## config.mk

```make
export PLATFORM = sky130hd
export DESIGN_NAME = shift_seq_exit
export DESIGN_NICKNAME = d
export VERILOG_FILES = /design/src/rtl/shift_seq_pkg.sv /design/src/rtl/shift_seq_chain.sv /design/src/rtl/shift_seq_counter.sv /design/src/rtl/shift_seq_align.sv /design/src/rtl/shift_seq_exit.sv
export SDC_FILE = /design/constraint.sdc
export NUM_CORES = 1
export LEC_CHECK = 0
export BUFFER_PORTS_ARGS = -buffer_cell sky130_fd_sc_hd__buf_2
export CAP_MARGIN = 20
export CORE_MARGIN = 4
export CORE_UTILIZATION = 43
export CTS_CLUSTER_DIAMETER = 120
export CTS_CLUSTER_SIZE = 24
export DETAILED_ROUTE_END_ITERATION = 8
export GPL_TIMING_DRIVEN = 1
export HOLD_SLACK_MARGIN = 0.02
export PLACE_DENSITY = 0.64
export SYNTH_ARGS = -nofsm -noshare
export SYNTH_HDL_FRONTEND = slang
export SYNTH_HIERARCHICAL = 1
export SYNTH_SLANG_ARGS = --single-unit
export TNS_END_PERCENT = 100
```

## constraint.sdc

```tcl
create_clock -name clk -period 5.3 [get_ports clk]
set_input_delay 0.265 -clock clk [delete_from_list [all_inputs] [get_ports clk]]
set_output_delay 0.265 -clock clk [all_outputs]
set_load 0.005 [all_outputs]
```

## src/rtl/shift_seq_pkg.sv

```systemverilog
package shift_seq_pkg;
   typedef enum logic {
      ALIGN_LOG  = 1'b0,
      ALIGN_FLAT = 1'b1
   } align_kind_e;

   function automatic int count_width(input int n);
      return $clog2(n + 1);
   endfunction
endpackage

```

## src/rtl/shift_seq_chain.sv

```systemverilog
module shift_seq_chain #(
   parameter int ACC_W = 8,
   parameter int LOW_W = 8
) (
   input  logic             clk,
   input  logic             rst,
   input  logic             load,
   input  logic             step,
   input  logic             cy_in,
   input  logic [ACC_W-1:0] acc_in,
   input  logic [LOW_W-1:0] low_in,
   output logic             cy_q,
   output logic [ACC_W-1:0] acc_q,
   output logic [LOW_W-1:0] low_q,
   output logic             low_zero,
   output logic             low_zero_next
);
   localparam int CHAIN_W = 1 + ACC_W + LOW_W;

   logic [CHAIN_W-1:0] chain_q;
   logic [CHAIN_W-1:0] chain_shifted;

   assign chain_shifted = {1'b0, chain_q[CHAIN_W-1:1]};

   always_ff @(posedge clk) begin
      if (rst)       chain_q <= '0;
      else if (load) chain_q <= {cy_in, acc_in, low_in};
      else if (step) chain_q <= chain_shifted;
   end

   assign cy_q          = chain_q[CHAIN_W-1];
   assign acc_q         = chain_q[LOW_W +: ACC_W];
   assign low_q         = chain_q[LOW_W-1:0];
   assign low_zero      = (low_q == '0);
   assign low_zero_next = (chain_shifted[LOW_W-1:0] == '0);

   assert_shift_R2: assert property (@(posedge clk) disable iff (rst)
      step |=> (acc_q[ACC_W-1] == $past(cy_q)) && !cy_q
               && (low_q[LOW_W-1] == $past(acc_q[0])));
   assert_load_R1: assert property (@(posedge clk) disable iff (rst)
      load |=> (acc_q == $past(acc_in)) && (low_q == $past(low_in))
               && (cy_q == $past(cy_in)));
   assert_idle_R6: assert property (@(posedge clk) disable iff (rst)
      (!load && !step) |=> $stable(chain_q));
endmodule

```

## src/rtl/shift_seq_counter.sv

```systemverilog
module shift_seq_counter #(
   parameter int LOW_W = 8,
   parameter int CW    = 4
) (
   input  logic          clk,
   input  logic          rst,
   input  logic          load,
   input  logic          step,
   output logic [CW-1:0] taken_q,
   output logic          last_step
);
   logic [CW-1:0] remain_q;

   always_ff @(posedge clk) begin
      if (rst) begin
         remain_q <= '0;
         taken_q  <= '0;
      end else if (load) begin
         remain_q <= CW'(LOW_W);
         taken_q  <= '0;
      end else if (step) begin
         remain_q <= remain_q - CW'(1);
         taken_q  <= taken_q + CW'(1);
      end
   end

   assign last_step = (remain_q == CW'(1));

   assert_countdown_R3: assert property (@(posedge clk) disable iff (rst)
      step |=> (remain_q == CW'($past(remain_q) - CW'(1)))
               && (taken_q == CW'($past(taken_q) + CW'(1))));
   assert_restart_R7: assert property (@(posedge clk) disable iff (rst)
      load |=> (taken_q == '0) && (remain_q == CW'(LOW_W)));
   assert_nowrap_R3: assert property (@(posedge clk) disable iff (rst)
      step |-> (remain_q != '0));
endmodule

```

## src/rtl/shift_seq_align.sv

```systemverilog
module shift_seq_align
   import shift_seq_pkg::*;
#(
   parameter int          ACC_W = 8,
   parameter int          LOW_W = 8,
   parameter int          CW    = 4,
   parameter align_kind_e KIND  = ALIGN_LOG
) (
   input  logic [ACC_W-1:0]       acc,
   input  logic [LOW_W-1:0]       low,
   input  logic [CW-1:0]          taken,
   input  logic                   low_zero,
   output logic [ACC_W+LOW_W-1:0] result
);
   localparam int RW = ACC_W + LOW_W;

   logic [RW-1:0] acc_ext;
   logic [RW-1:0] aligned;

   assign acc_ext = {{LOW_W{1'b0}}, acc};

   generate
      if (KIND == ALIGN_LOG) begin : g_log
         logic [RW-1:0] stage [0:CW];
         assign stage[0] = acc_ext;
         for (genvar s = 0; s < CW; s++) begin : g_stage
            assign stage[s+1] = taken[s] ? (stage[s] << (2 ** s)) : stage[s];
         end
         assign aligned = stage[CW];
      end else begin : g_flat
         always_comb begin
            aligned = '0;
            for (int i = 0; i <= LOW_W; i++) begin
               if (taken == CW'(i)) aligned = acc_ext << i;
            end
         end
      end
   endgenerate

   assign result = low_zero ? aligned : {acc, low};

   always_comb begin
      if (low_zero && (taken == '0))
         assert_noshift_R5: assert (result == acc_ext);
   end
endmodule

```

## src/rtl/shift_seq_exit.sv

```systemverilog
module shift_seq_exit
   import shift_seq_pkg::*;
#(
   parameter int          ACC_W = 8,
   parameter int          LOW_W = 8,
   parameter align_kind_e KIND  = ALIGN_LOG
) (
   input  logic                   clk,
   input  logic                   rst,
   input  logic                   start,
   input  logic                   cy_in,
   input  logic [ACC_W-1:0]       acc_in,
   input  logic [LOW_W-1:0]       low_in,
   input  logic                   step_en,
   output logic [ACC_W+LOW_W-1:0] result,
   output logic                   done
);
   localparam int CW = count_width(LOW_W);

   generate
      if (ACC_W < 1 || LOW_W < 2) begin : g_bad_cfg
         $error("shift_seq_exit: ACC_W must be >= 1 and LOW_W >= 2");
      end
   endgenerate

   logic             busy_q;
   logic             done_q;
   logic             step;
   logic             finish;
   logic             cy_q;
   logic [ACC_W-1:0] acc_q;
   logic [LOW_W-1:0] low_q;
   logic             low_zero;
   logic             low_zero_next;
   logic [CW-1:0]    taken_q;
   logic             last_step;

   assign step   = busy_q && step_en && !start;
   assign finish = low_zero_next || last_step;

   always_ff @(posedge clk) begin
      if (rst) begin
         busy_q <= 1'b0;
         done_q <= 1'b0;
      end else if (start) begin
         busy_q <= (low_in != '0);
         done_q <= (low_in == '0);
      end else if (step) begin
         busy_q <= !finish;
         done_q <= finish;
      end
   end

   shift_seq_chain #(.ACC_W(ACC_W), .LOW_W(LOW_W)) u_chain (
      .clk(clk), .rst(rst), .load(start), .step(step),
      .cy_in(cy_in), .acc_in(acc_in), .low_in(low_in),
      .cy_q(cy_q), .acc_q(acc_q), .low_q(low_q),
      .low_zero(low_zero), .low_zero_next(low_zero_next)
   );

   shift_seq_counter #(.LOW_W(LOW_W), .CW(CW)) u_count (
      .clk(clk), .rst(rst), .load(start), .step(step),
      .taken_q(taken_q), .last_step(last_step)
   );

   shift_seq_align #(.ACC_W(ACC_W), .LOW_W(LOW_W), .CW(CW), .KIND(KIND)) u_align (
      .acc(acc_q), .low(low_q), .taken(taken_q), .low_zero(low_zero),
      .result(result)
   );

   assign done = done_q;

   assert_hold_R6: assert property (@(posedge clk) disable iff (rst)
      (done_q && !start) |=> done_q && $stable(result));
   assert_early_R4: assert property (@(posedge clk) disable iff (rst)
      (step && low_zero_next) |=> done_q && !busy_q);
   assert_full_R3: assert property (@(posedge clk) disable iff (rst)
      (step && last_step) |=> done_q);
   assert_excl_R6: assert property (@(posedge clk) disable iff (rst)
      !(busy_q && done_q));
   assert_chain_stop_R6: assert property (@(posedge clk) disable iff (rst)
      (!busy_q && !start) |=> $stable(cy_q) && $stable(taken_q));
endmodule

```

After elaboration in Yosys (flattened, before gate mapping) --
Index checks and enable logic that the tools add are counted.
Word-level totals: bits in registers 27, input port bits 21, output and inout port bits 17
Operators by class: add/subtract/negate cells 2, eq/ne operators 1, multiplexer cells 13, reduce and logical (&&, ||, !) cells 11
Operator list (number):
- $mux W16 | 4
- $mux W17 | 2
- $logic_not A8 Y1 | 3
- $mux W9 | 1
- $mux W4 | 2
- $reduce_bool A8 Y1 | 1
- $add A4 B1 Y4 const B | 1
- $eq A4 B1 Y1 const B | 1
- $mux W1 | 4
- $sub A4 B1 Y4 const B | 1
- $logic_and A1 B1 Y1 | 2
- $logic_not A1 Y1 | 2
- $reduce_bool A2 Y1 | 1
- $reduce_or A2 Y1 | 1
- $logic_or A1 B1 Y1 | 1

Longest topological paths before layout --
Gate-level depths: netlist of run 1.
depth after elaboration 5, mapped depth 7, depth with buffers taken out 6

By module --
The synthesis of run 1 kept the hierarchy.
Modules (own cells, without submodules):
- shift_seq_chain | times used 1, cells each 80, area an instance 882.1 um^2, seq. area each 340.3 um^2
- shift_seq_align | times used 1, cells each 99, area an instance 648.1 um^2, seq. area each 0.0 um^2
- shift_seq_counter | times used 1, cells each 38, area an instance 376.6 um^2, seq. area each 160.2 um^2
- shift_seq_exit | times used 1, cells each 16, area an instance 146.4 um^2, seq. area each 40.0 um^2

Least setup slack after synthesis of run 1 --
Ideal clock, no wire load.
kind register -> output, from register u_chain.chain_q[2], to output result[8], arrival 1.644 ns, required time 5.035 ns, slack 3.391 ns, stages on the path, launching flop included 7, cells stage by stage dfxtp_1 or4_4 nor2_2 clkbuf_2 buf_1 o2111ai_1 nand3_1
Between the ends: longest elaborated chain between the ends 2
Ends and longest elaborated chain:
- start, declared | line shift_seq_chain.sv:20 | logic [CHAIN_W-1:0] chain_q;
- start signal, assigned | line shift_seq_chain.sv:27 | else if (load) chain_q <= {cy_in, acc_in, low_in};
- start signal, assigned | line shift_seq_chain.sv:28 | else if (step) chain_q <= chain_shifted;
- $logic_not A8 Y1 | line shift_seq_chain.sv:34 | assign low_zero = (low_q == '0);
- named net low_zero | line shift_seq_exit.sv:33 | logic low_zero;
- $mux W16 | line shift_seq_align.sv:40 | assign result = low_zero ? aligned : {acc, low};
- end, declared | line shift_seq_exit.sv:15 | output logic [ACC_W+LOW_W-1:0] result,
The timed path passes the listed nets, and every way through them passes these cells.

Worst setup path in the final report of run 1 --
from register u_chain.chain_q[2], to output result[13]
The elaborated chain is that of the path after synthesis.

==> metrics.md, run 1 <==
| Metric | Value |
|---|---|
| Layout area overhead | 7.92% |
| RSZ-0062 raised after global routing | false |
| Postcts setup bufs | 0 |
| Post-Synth XOR/XNOR Area | 2.56% |
| # nets final | 284 |
| Vias per cell | 5.77 |
| HP Start | cy_in |
| DR DRC count | 0 |
| Post-DP Area | 0.00217 mm^2 |
| Slew Viols, Final | 0 |
| Pint | 0.000319 W |
| Logic gate share of total power | 24.0% |
| Antenna viol nets, final | 0 |
| Core area | 0.00447 mm^2 |
| Total number of vias | 1,795 |
| Largest family of logic cells by synthesized area | simple AND/OR/NAND/NOR gates |
| R2R setup slack | 3770 ps |
| Initial antenna violation count | 0 |
| Fmax | 331 MHz |
| WL per Instance | 15.6 um |
| Number of flops mapped to enable cells by yosys | 0 |
| Syn_area_per_cell | 8.81 um^2 |
| Clock Latency Late Sink | roughly 270 ps |
| Register Area | 541 um^2 |
| Hold Crit Class | primary input to flop |
| Total GRT Usage | 16.5% |
| Diodes inserted | 0 |
| Clock Skew | 4.56 ps |
| Mapped Area | 0.00205 mm^2 |
| Post-synthesis mux area share | 15.5% |
| Worst vdd ir | 0.000139 V |
| Critical R2R Launch | u_chain/chain_q[2] |
| Fraction of the mapped netlist area in adder cells | between 1.5 and 2% |
| Worst r2r path cells | 4 |
| Routed WL | 4.85 mm |
| Net Sw Power | 0.000138 W |
| Final setup violation count | 0 |
| Final min period | between 3000 and 4000 ps |
| Detail Placement HPWL | ~3.5 mm |
| Initial Util | 45.9% |
| Layout cells sized above 1 | 23.9% |
| Die ar. | 0.00594 mm^2 |
| # clock sinks | 27 |
| CP Capture Type | primary output |
| Register share of total power | 50.1% |
| H-tree depth | 1 |
| Setup TNS | 0 ps |
| Iter 0 DRT Violations | 108 |
| Clk slew on worst S/H paths | 90 ps |
| P per Cell Area | just over 200 mW/mm^2 |
| Cell depth of the worst hold path | 3 |
| Syn Inst Count | 233 |
| Worst Path Arrival | about 2800 ps |
| CP startpoint kind | flop |
| CTS root buffer | clkbuf_8 |
| Clk pwr share | between 20 and 30% |
| Total grt overflow | 0 |
| Top cell types by occurrence after synthesis | mux2i_1, dfxtp_1, nand2_1 |
| Post-Synth Simple-Gate Area | 23.5% |
| WP data required | between 5000 and 6000 ps |
| Yosys reg bits | 27 |
| FFs w/ async S/R, synth | 0% |
| Final period util | 57.0% |
| Die height | between 70 and 80 um |
| Largest net degree at the start of global routing | 29 |
| Synth top area share | 26.3% |
| Synth cell types | 51 |
| Most common cell in the netlist | mux2i_1 |
| Max Cap Viol | 0 |
| Share of the yosys chip area belonging to registers | 26.3% |
| CP Max Fanout | 28 |
| Synth area leaders | dfxtp_1, mux2i_1, a211oi_2 |
| Port buffer count | 37 |
| Hold EP | u_chain/chain_q[16] |
| Hold buffers post-CTS | 0 |
| Die Wd | a little under 80 um |
| First-pass GRT wire length | around 8 mm |
| Final Hold Vio Count | 0 |
| Post-CTS resize count | 0 |
| Number of global-route vias before repair | 1,630 |
| Synth Area in Compound Gates | 20.8% |
| Slew at the pin closest to its max-slew limit | 964 ps |
| Yosys warns | 6 |
| Multi-input logic area | roughly 0.0013 mm^2 |
| GPL Wtd Cong | 0.900 |
| Critical R2R Capture | busy_q |
| Fillers | 433 |
| Status | complete, no violations |
| Total CTS buffers | 3 |
| Syn nets | 257 |
| Cell row count | 24 |
| Largest area contributor in the netlist | dfxtp_1 |
| WS Path Type | flop to primary output |
| Total power | 0.000457 W |
| Sw Ratio | 30.3% |
| CTS max path bufs | 2 |
| Top FF cell, synth | dfxtp_1 |
| Slew HR | 35.7% |
| Final Instance Area | between 0.002 and 0.0025 mm^2 |
| Initial DRT Pass Iterations | 4 |
| CTS tree | built |
| Top Ports | 38 |
| Static Leak | 0.803 nW |
power by group through the flow:
| stage | Clock [W] | Sequential, W | Combinational, W |
|---|---|---|---|
| floorplan | 0 | 0.000228 | 0.0000779 |
| global placement | 0 | 0.000234 | 0.000108 |
| detailed placement | 0 | 0.000234 | 0.000109 |
| CTS | 0.000122 | 0.000229 | 0.000110 |
| global route | 0.000130 | 0.000231 | 0.000122 |
| finish | 0.000118 | 0.000229 | 0.000110 |
worst max-delay path by stage:
stage                                   from          to  cells after the start
final                     u_chain/chain_q[2]  result[13]                      7
after CTS                 u_chain/chain_q[2]  result[13]                      7
after floorplan           u_chain/chain_q[2]   result[8]                      6
after global routing      u_chain/chain_q[2]  result[13]                      7
after detailed placement  u_chain/chain_q[2]  result[13]                      7
after global placement    u_chain/chain_q[2]  result[13]                      7
area by class of cell:
class / instances / area share [%]
flip-flops and latches: 27 / 24.4
clock buffers: 4 / 2.03
inverters: 14 / 2.37
multi-input cells: 176 / 59.6
repair buffers: 38 / 8.70
well taps: 52 / 2.94
per-stage QoR:
stage               hold WS (ps)  setup slack [ps]  util, %  std cells
finish                       266              2280     49.5        311
global route                 259              2090     49.5        311
CTS                          255              2290     49.5        311
detailed placement           522              2610     48.5        307
global placement             522              2680     48.5        307
floorplan                    334              3390        -        233
worst max-delay path: stages, from the launching register on:
cell and delay, ps:
dfxtp_1 350, or4_4 540, nor2_2 770, nor2b_1 360, o21ai_0 130, o21ai_0 110, a41oi_2 50, buf_2 180
layer usage:
metal  up-vias  routed length [um]  global-route usage, %
met5         -                   0                      0
met4         0                 123                   6.76
met3        10                 281                   3.40
met2        60                2120                   25.0
met1       830                2330                   22.8
li1        895                   -                      -
cell families after synthesis:
| kind of cell | after synthesis |
|---|---|
| multiplexers | 30 |
| buffers and inverters | 30 |
| AND/OR/NAND/NOR | 82 |
| flip-flops | 27 |
| XOR/XNOR | 6 |
| adder cells (fa/ha/maj) | 3 |
| AO/OA/AOI/OAI | 55 |
layout by cell type (no fill, tap or decap), types with 3 or more instances in the layout:
master / netlist / routed
a211oi_1: 7 / 7
xnor2_1: 3 / 3
o22ai_1: 7 / 7
ha_1: 3 / 3
xor2_1: 3 / 3
nand3_1: 4 / 4
nand2_1: 20 / 20
nor2_1: 16 / 15
buf_2: 2 / 37
o21ai_0: 8 / 8
inv_1: 12 / 12
clkbuf_8: 2 / 3
a21oi_1: 7 / 7
a31oi_1: 6 / 6
a211oi_2: 10 / 10
nor2b_1: 19 / 19
nand4_1: 4 / 4
mux2i_1: 28 / 28
dfxtp_1: 27 / 27
registers in the layout, summed over array words and instances (netlist names):
signal	count
u_count/remain_q	4
u_chain/chain_q	17
busy_q	1
u_count/taken_q	4
done	1
(Power assumes the default switching activity.)
==> inputs of run 2 (changes only) <==
PLACE_DENSITY = 0.67   (was 0.64)
clock period = 2.6 ns   (was 5.3 ns; I/O delays follow)
==> metrics.md, run 2 (synthesized netlist as in run 1, its figures left out) <==
| Metric | Value |
|---|---|
| H-tree depth | 1 (unchanged) |
| Core area | 0.00447 mm^2 (unchanged) |
| Post-DP Area | 0.00221 mm^2 (was 0.00217 mm^2) |
| CTS root buffer | clkbuf_8 (unchanged) |
| DR DRC count | 0 (unchanged) |
| Initial DRT Pass Iterations | 4 (unchanged) |
| Die height | 77.1 um (unchanged) |
| Commonest non-fill, non-tap cells in the layout | buf_2, mux2i_1, dfxtp_1 (unchanged) |
| # clock sinks | 27 (unchanged) |
| Number of global-route vias before repair | 1,676 (was 1,630) |
| WS Path Type | flop to primary output (unchanged) |
| Initial Util | 45.9% (unchanged) |
| Iter 0 DRT Violations | 162 (was 108) |
| Static Leak | 0.833 nW (was 0.803 nW) |
| Final Instance Area | 0.00226 mm^2 (was 0.00222 mm^2) |
| WP data required | 2470 ps (was 5040 ps) |
| P per Cell Area | 420 mW/mm^2 (was 206 mW/mm^2) |
| Initial antenna violation count | 0 (unchanged) |
| Layout area overhead | 9.99% (was 7.92%) |
| Diodes inserted | 0 (unchanged) |
| Total number of vias | 1,831 (was 1,795) |
| Postcts setup bufs | 0 (unchanged) |
| Vias per cell | 5.79 (was 5.77) |
| Worst hold slack | 90.1 ps (was 266 ps) |
| Total power | 0.000949 W (was 0.000457 W) |
| WL per Instance | 15.4 um (was 15.6 um) |
| Final setup violation count | 0 (unchanged) |
| Layout cells sized above 1 | 25.8% (was 23.9%) |
| Top reg by flops | u_chain/chain_q (unchanged) |
| Detail Placement HPWL | 3.66 mm (was 3.53 mm) |
| Antenna viol nets, final | 0 (unchanged) |
| Cell row count | 24 (unchanged) |
| Routed WL | 4.87 mm (was 4.85 mm) |
| Final min period | approximately 2300 ps |
| Slew Viols, Final | 0 (unchanged) |
| Top Ports | 38 (unchanged) |
| RSZ-0062 raised after global routing | false (unchanged) |
| Max FFs per register | 17 (unchanged) |
| Total GRT Usage | 16.6% (was 16.5%) |
| Crit path to | result[15] (was result[13]) |
| Fmax | ~440 MHz |
| Hold buffers post-CTS | 0 (unchanged) |
| Clock Latency Late Sink | 270 ps (about the same) |
| Slew at the pin closest to its max-slew limit | 565 ps (was 964 ps) |
| Total grt overflow | 0 (unchanged) |
| R2R setup slack | 1060 ps (was 3770 ps) |
| Slew HR | 62.3% (was 35.7%) |
| First-pass GRT wire length | 8.25 mm (was 8.03 mm) |
| Setup TNS | 0 ps (unchanged) |
| Die Wd | 77.1 um (unchanged) |
| CP Max Fanout | 14 (was 28) |
| Fin util | 50.5% (was 49.5%) |
| Final Hold Vio Count | 0 (unchanged) |
| Status | complete, no violations (unchanged) |
| # nets final | 289 (was 284) |
| Port buffer count | 37 (unchanged) |
| CP startpoint kind | flop (unchanged) |
| Clk slew on worst S/H paths | 100 ps (was 90 ps) |
| Final period util | 86.9% |
| Max Cap Viol | 0 (unchanged) |
| Worst r2r path cells | 5 (was 4) |
| Fillers | 442 (was 433) |
| Hold Crit Class | primary input to flop (unchanged) |
| Clock Skew | 1.83 ps (was 4.56 ps) |
| Post-CTS resize count | 0 (unchanged) |
| CTS tree | built (unchanged) |
| CP Launch Point | u_count/taken_q[0] (was u_chain/chain_q[2]) |
| GPL Wtd Cong | 0.951 (was 0.900) |
| Critical R2R Capture | done (was busy_q) |
| Critical R2R Launch | u_chain/chain_q[2] (unchanged) |
| CP Capture Type | primary output (unchanged) |
| Largest net degree at the start of global routing | 28 (was 29) |
| Worst Path Arrival | 2130 ps (was 2750 ps) |
| Top flop regs | u_chain/chain_q: 17 flops, u_count/remain_q: 4 flops, u_count/taken_q: 4 flops (unchanged) |
| Die ar. | 0.00594 mm^2 (unchanged) |
| Worst vdd ir | 0.000341 V (was 0.000139 V) |
| CTS max path bufs | 2 (unchanged) |
| Total CTS buffers | 3 (unchanged) |
| Most common cell after layout, fill and taps aside | buf_2 (unchanged) |
-- run 2: cell type report --
cell class              count  area [um^2]  area share (%)
clock buffers               3         41.3            1.83
multi-input cells         176         1320            58.4
well taps                  52         65.1            2.88
clock inverters             1         8.76           0.388
flip-flops and latches     27          541            23.9
inverters                  14         52.6            2.33
repair buffers             43          230            10.2
-- run 2: critical path, stage by stage (launching register included) --
cell	delay, ps
dfxtp_1	690
mux4_1	650
mux2i_1	240
o22ai_1	130
buf_2	140
-- run 2: metrics by stage --
stage          std cells  worst slack [ps]
2_1_floorplan        233               826
4_1_cts              316               335
5_1_grt              316               202
3_3_place_gp         312               702
3_5_place_dp         312               654
6_report             316               341
-- run 2: worst min path at each step --
stage               startpoint                   to  slack (ps)  cells after the start
global placement         cy_in  u_chain/chain_q[16]         390                      3
detailed placement       cy_in  u_chain/chain_q[16]         390                      3
global route             cy_in  u_chain/chain_q[16]         100                      3
floorplan                  rst  u_count/remain_q[3]         200                      1
finish                   cy_in  u_chain/chain_q[16]          90                      3
CTS                      cy_in  u_chain/chain_q[16]          80                      3
-- run 2: layer usage --
metal  vias to the layer above  track usage, %  wire [um]
li1                        907               -          -
met2                        65            26.7       2240
met1                       857            23.0       2260
met3                         2            3.04        350
met5                         -               0          0
met4                         0            3.56         19
-- run 2: where the power goes --
part	total, W	internal [W]	switching (W)
clock	0.000256	0.000113	0.000143
combinational	0.000226	0.000106	0.000120
sequential	0.000468	0.000437	0.0000310
==> inputs of run 3 (changes only) <==
RECOVER_POWER = 100   (was unset)
==> metrics.md, run 3 (synthesized netlist as in run 1, its figures left out) <==
| Metric | Value |
|---|---|
| Status | complete, no violations (unchanged) |
| Initial DRT Pass Iterations | 4 (unchanged) |
| Critical path's slowest cell | or4_1 (was dfxtp_1) |
| Fmax | 441 MHz (was 443 MHz) |
| Fin util | 49.5% (was 50.5%) |
| # nets final | 289 (unchanged) |
| Critical R2R Launch | busy_q (was u_chain/chain_q[2]) |
| Iter 0 DRT Violations | 183 (was 162) |
| Number of global-route vias before repair | 1,676 (unchanged) |
| Clock Skew | 3.47 ps (was 1.83 ps) |
| DR DRC count | 0 (unchanged) |
| Final setup violation count | 0 (unchanged) |
| Static Leak | 0.789 nW (was 0.833 nW) |
| Commonest non-fill, non-tap cells in the layout | mux2i_1, dfxtp_1, buf_2 (was buf_2, mux2i_1, dfxtp_1) |
| Clock Latency Late Sink | 280 ps (was 270 ps) |
| Slew at the pin closest to its max-slew limit | 892 ps (was 565 ps) |
| WP data required | 2470 ps (about the same) |
| Dpl ws | 654 ps (unchanged) |
| Critical R2R Capture | u_chain/chain_q[10] (was done) |
| WS Path Type | flop to primary output (unchanged) |
| Fillers | 457 (was 442) |
| Largest net degree at the start of global routing | 28 (unchanged) |
| # clock sinks | 27 (unchanged) |
| HP Start | cy_in (unchanged) |
| Hold Crit Class | primary input to flop (unchanged) |
| GPL Wtd Cong | 0.951 (unchanged) |
| Slew Viols, Final | 0 (unchanged) |
| Max FFs per register | 17 (unchanged) |
| Worst r2r path cells | 6 (was 5) |
| Crit-path max cell delay | 550 ps (was 690 ps) |
| Initial Util | 45.9% (unchanged) |
| First-pass GRT wire length | 8.25 mm (unchanged) |
| Port buffer count | 37 (unchanged) |
| Total GRT Usage | 16.6% (unchanged) |
| Setup TNS | 0 ps (unchanged) |
| Detail Placement HPWL | 3.66 mm (unchanged) |
| R2R setup slack | 420 ps (was 1060 ps) |
| Max Cap Viol | 0 (unchanged) |
| Worst vdd ir | 0.000339 V (was 0.000341 V) |
| Die height | 77.1 um (unchanged) |
| CP Capture Type | primary output (unchanged) |
| Postcts setup bufs | 0 (unchanged) |
| Initial antenna violation count | 0 (unchanged) |
| Cell depth of the worst hold path | 3 (unchanged) |
| Final Hold Vio Count | 0 (unchanged) |
| Total number of vias | 1,845 (was 1,831) |
| Final period util | 87.2% (was 86.9%) |
| Vias per cell | 5.84 (was 5.79) |
| Layout area overhead | 7.86% (was 9.99%) |
| Layout cells sized above 1 | 20.5% (was 25.8%) |
| Die Wd | 77.1 um (unchanged) |
| CTS tree | built (unchanged) |
| Clk slew on worst S/H paths | 100 ps (about the same) |
| WL per Instance | 15.5 um (was 15.4 um) |
| Final worst-path setup slack | 333 ps (was 341 ps) |
| Slew HR | 40.6% (was 62.3%) |
| Worst Path Arrival | 2140 ps (was 2130 ps) |
| Die ar. | 0.00594 mm^2 (unchanged) |
| Core area | 0.00447 mm^2 (unchanged) |
| H-tree depth | 1 (unchanged) |
| Hold buffers post-CTS | 0 (unchanged) |
| CTS max path bufs | 2 (unchanged) |
| Top flop regs | u_chain/chain_q: 17 flops, u_count/remain_q: 4 flops, u_count/taken_q: 4 flops (unchanged) |
| Routed WL | 4.90 mm (was 4.87 mm) |
| Post-CTS resize count | 0 (unchanged) |
| Cell row count | 24 (unchanged) |
| Top reg by flops | u_chain/chain_q (unchanged) |
| RSZ-0062 raised after global routing | false (unchanged) |
| Most common cell after layout, fill and taps aside | mux2i_1 (was buf_2) |
| Diodes inserted | 0 (unchanged) |
| Total grt overflow | 0 (unchanged) |
| Antenna viol nets, final | 0 (unchanged) |
| CP startpoint kind | flop (unchanged) |
| Top Ports | 38 (unchanged) |
| Final min period | 2270 ps (was 2260 ps) |
| CP Max Fanout | 27 (was 14) |
| CTS root buffer | clkbuf_8 (unchanged) |
| CP Cell Sequence | or4_1 -> nor2_1 -> buf_4 -> a21bo_2 -> nand2_1 -> nand3_1 -> buf_2 (was mux4_1 -> mux2i_1 -> o22ai_1 -> buf_2) |
| Hold EP | u_chain/chain_q[16] (unchanged) |
| P per Cell Area | 426 mW/mm^2 (was 420 mW/mm^2) |
| Total CTS buffers | 3 (unchanged) |
-- run 3: cell types whose count changed in the layout (fill, tap and decap cells not counted), moves of 2 or more --
cell / change
clkbuf_2: +5
buf_4: -2
clkbuf_1: +9
buf_2: -13
-- run 3: routing by layer --
metal / part of all wire [%] / vias up / global-route usage [%]
li1: - / 911 / -
met1: 47 / 858 / 23.0
met2: 45 / 72 / 26.7
met3: 7.2 / 4 / 3.04
met4: 0.45 / 0 / 3.56
met5: 0 / - / 0
-- run 3: worst max-delay path, delay by kind of cell, from the launching register on --
kind                   cells  cell delay [ps]
buffers and inverters      2              410
AND/OR/NAND/NOR            4              860
AO/OA/AOI/OAI              1              250
flip-flops                 1              340
-- run 3: area by class of cell --
cell class | instances | area, um^2 | area share [%]
Clock buffer | 3 | 41.3 | 1.86
Clock inverter | 1 | 8.76 | 0.395
Inverter | 14 | 52.6 | 2.37
Multi-Input combinational cell | 176 | 1290 | 58.4
Sequential cell | 27 | 541 | 24.4
Tap cell | 52 | 65.1 | 2.94
Timing Repair Buffer | 43 | 213 | 9.60
-- run 3: per-stage QoR --
stage / hold WS [ps] / power, W / std cells / cell area, um^2
global placement: 392 / 0.000699 / 312 / 2210
CTS: 84.3 / 0.000959 / 316 / 2260
finish: 90.0 / 0.000943 / 316 / 2210
detailed placement: 392 / 0.000702 / 312 / 2210
global route: 98.1 / 0.000994 / 316 / 2210
floorplan: 199 / 0.000624 / 233 / 2050
-- run 3: worst max-delay path by stage --
stage,from,endpoint,slack [ps],depth (start not counted)
after floorplan,u_chain/chain_q[2],result[8],830,6
after global placement,u_count/taken_q[0],result[15],700,4
after detailed placement,u_count/taken_q[0],result[15],650,4
after CTS,u_count/taken_q[0],result[15],330,4
after global routing,u_chain/chain_q[2],result[1],120,6
final,u_chain/chain_q[2],result[8],330,7
-- run 3: power by group --
part	internal, W	leakage [nW]	switching, W
sequential	0.000437	0.223	0.0000302
combinational	0.0000980	0.540	0.000120
clock	0.000113	0.0261	0.000145
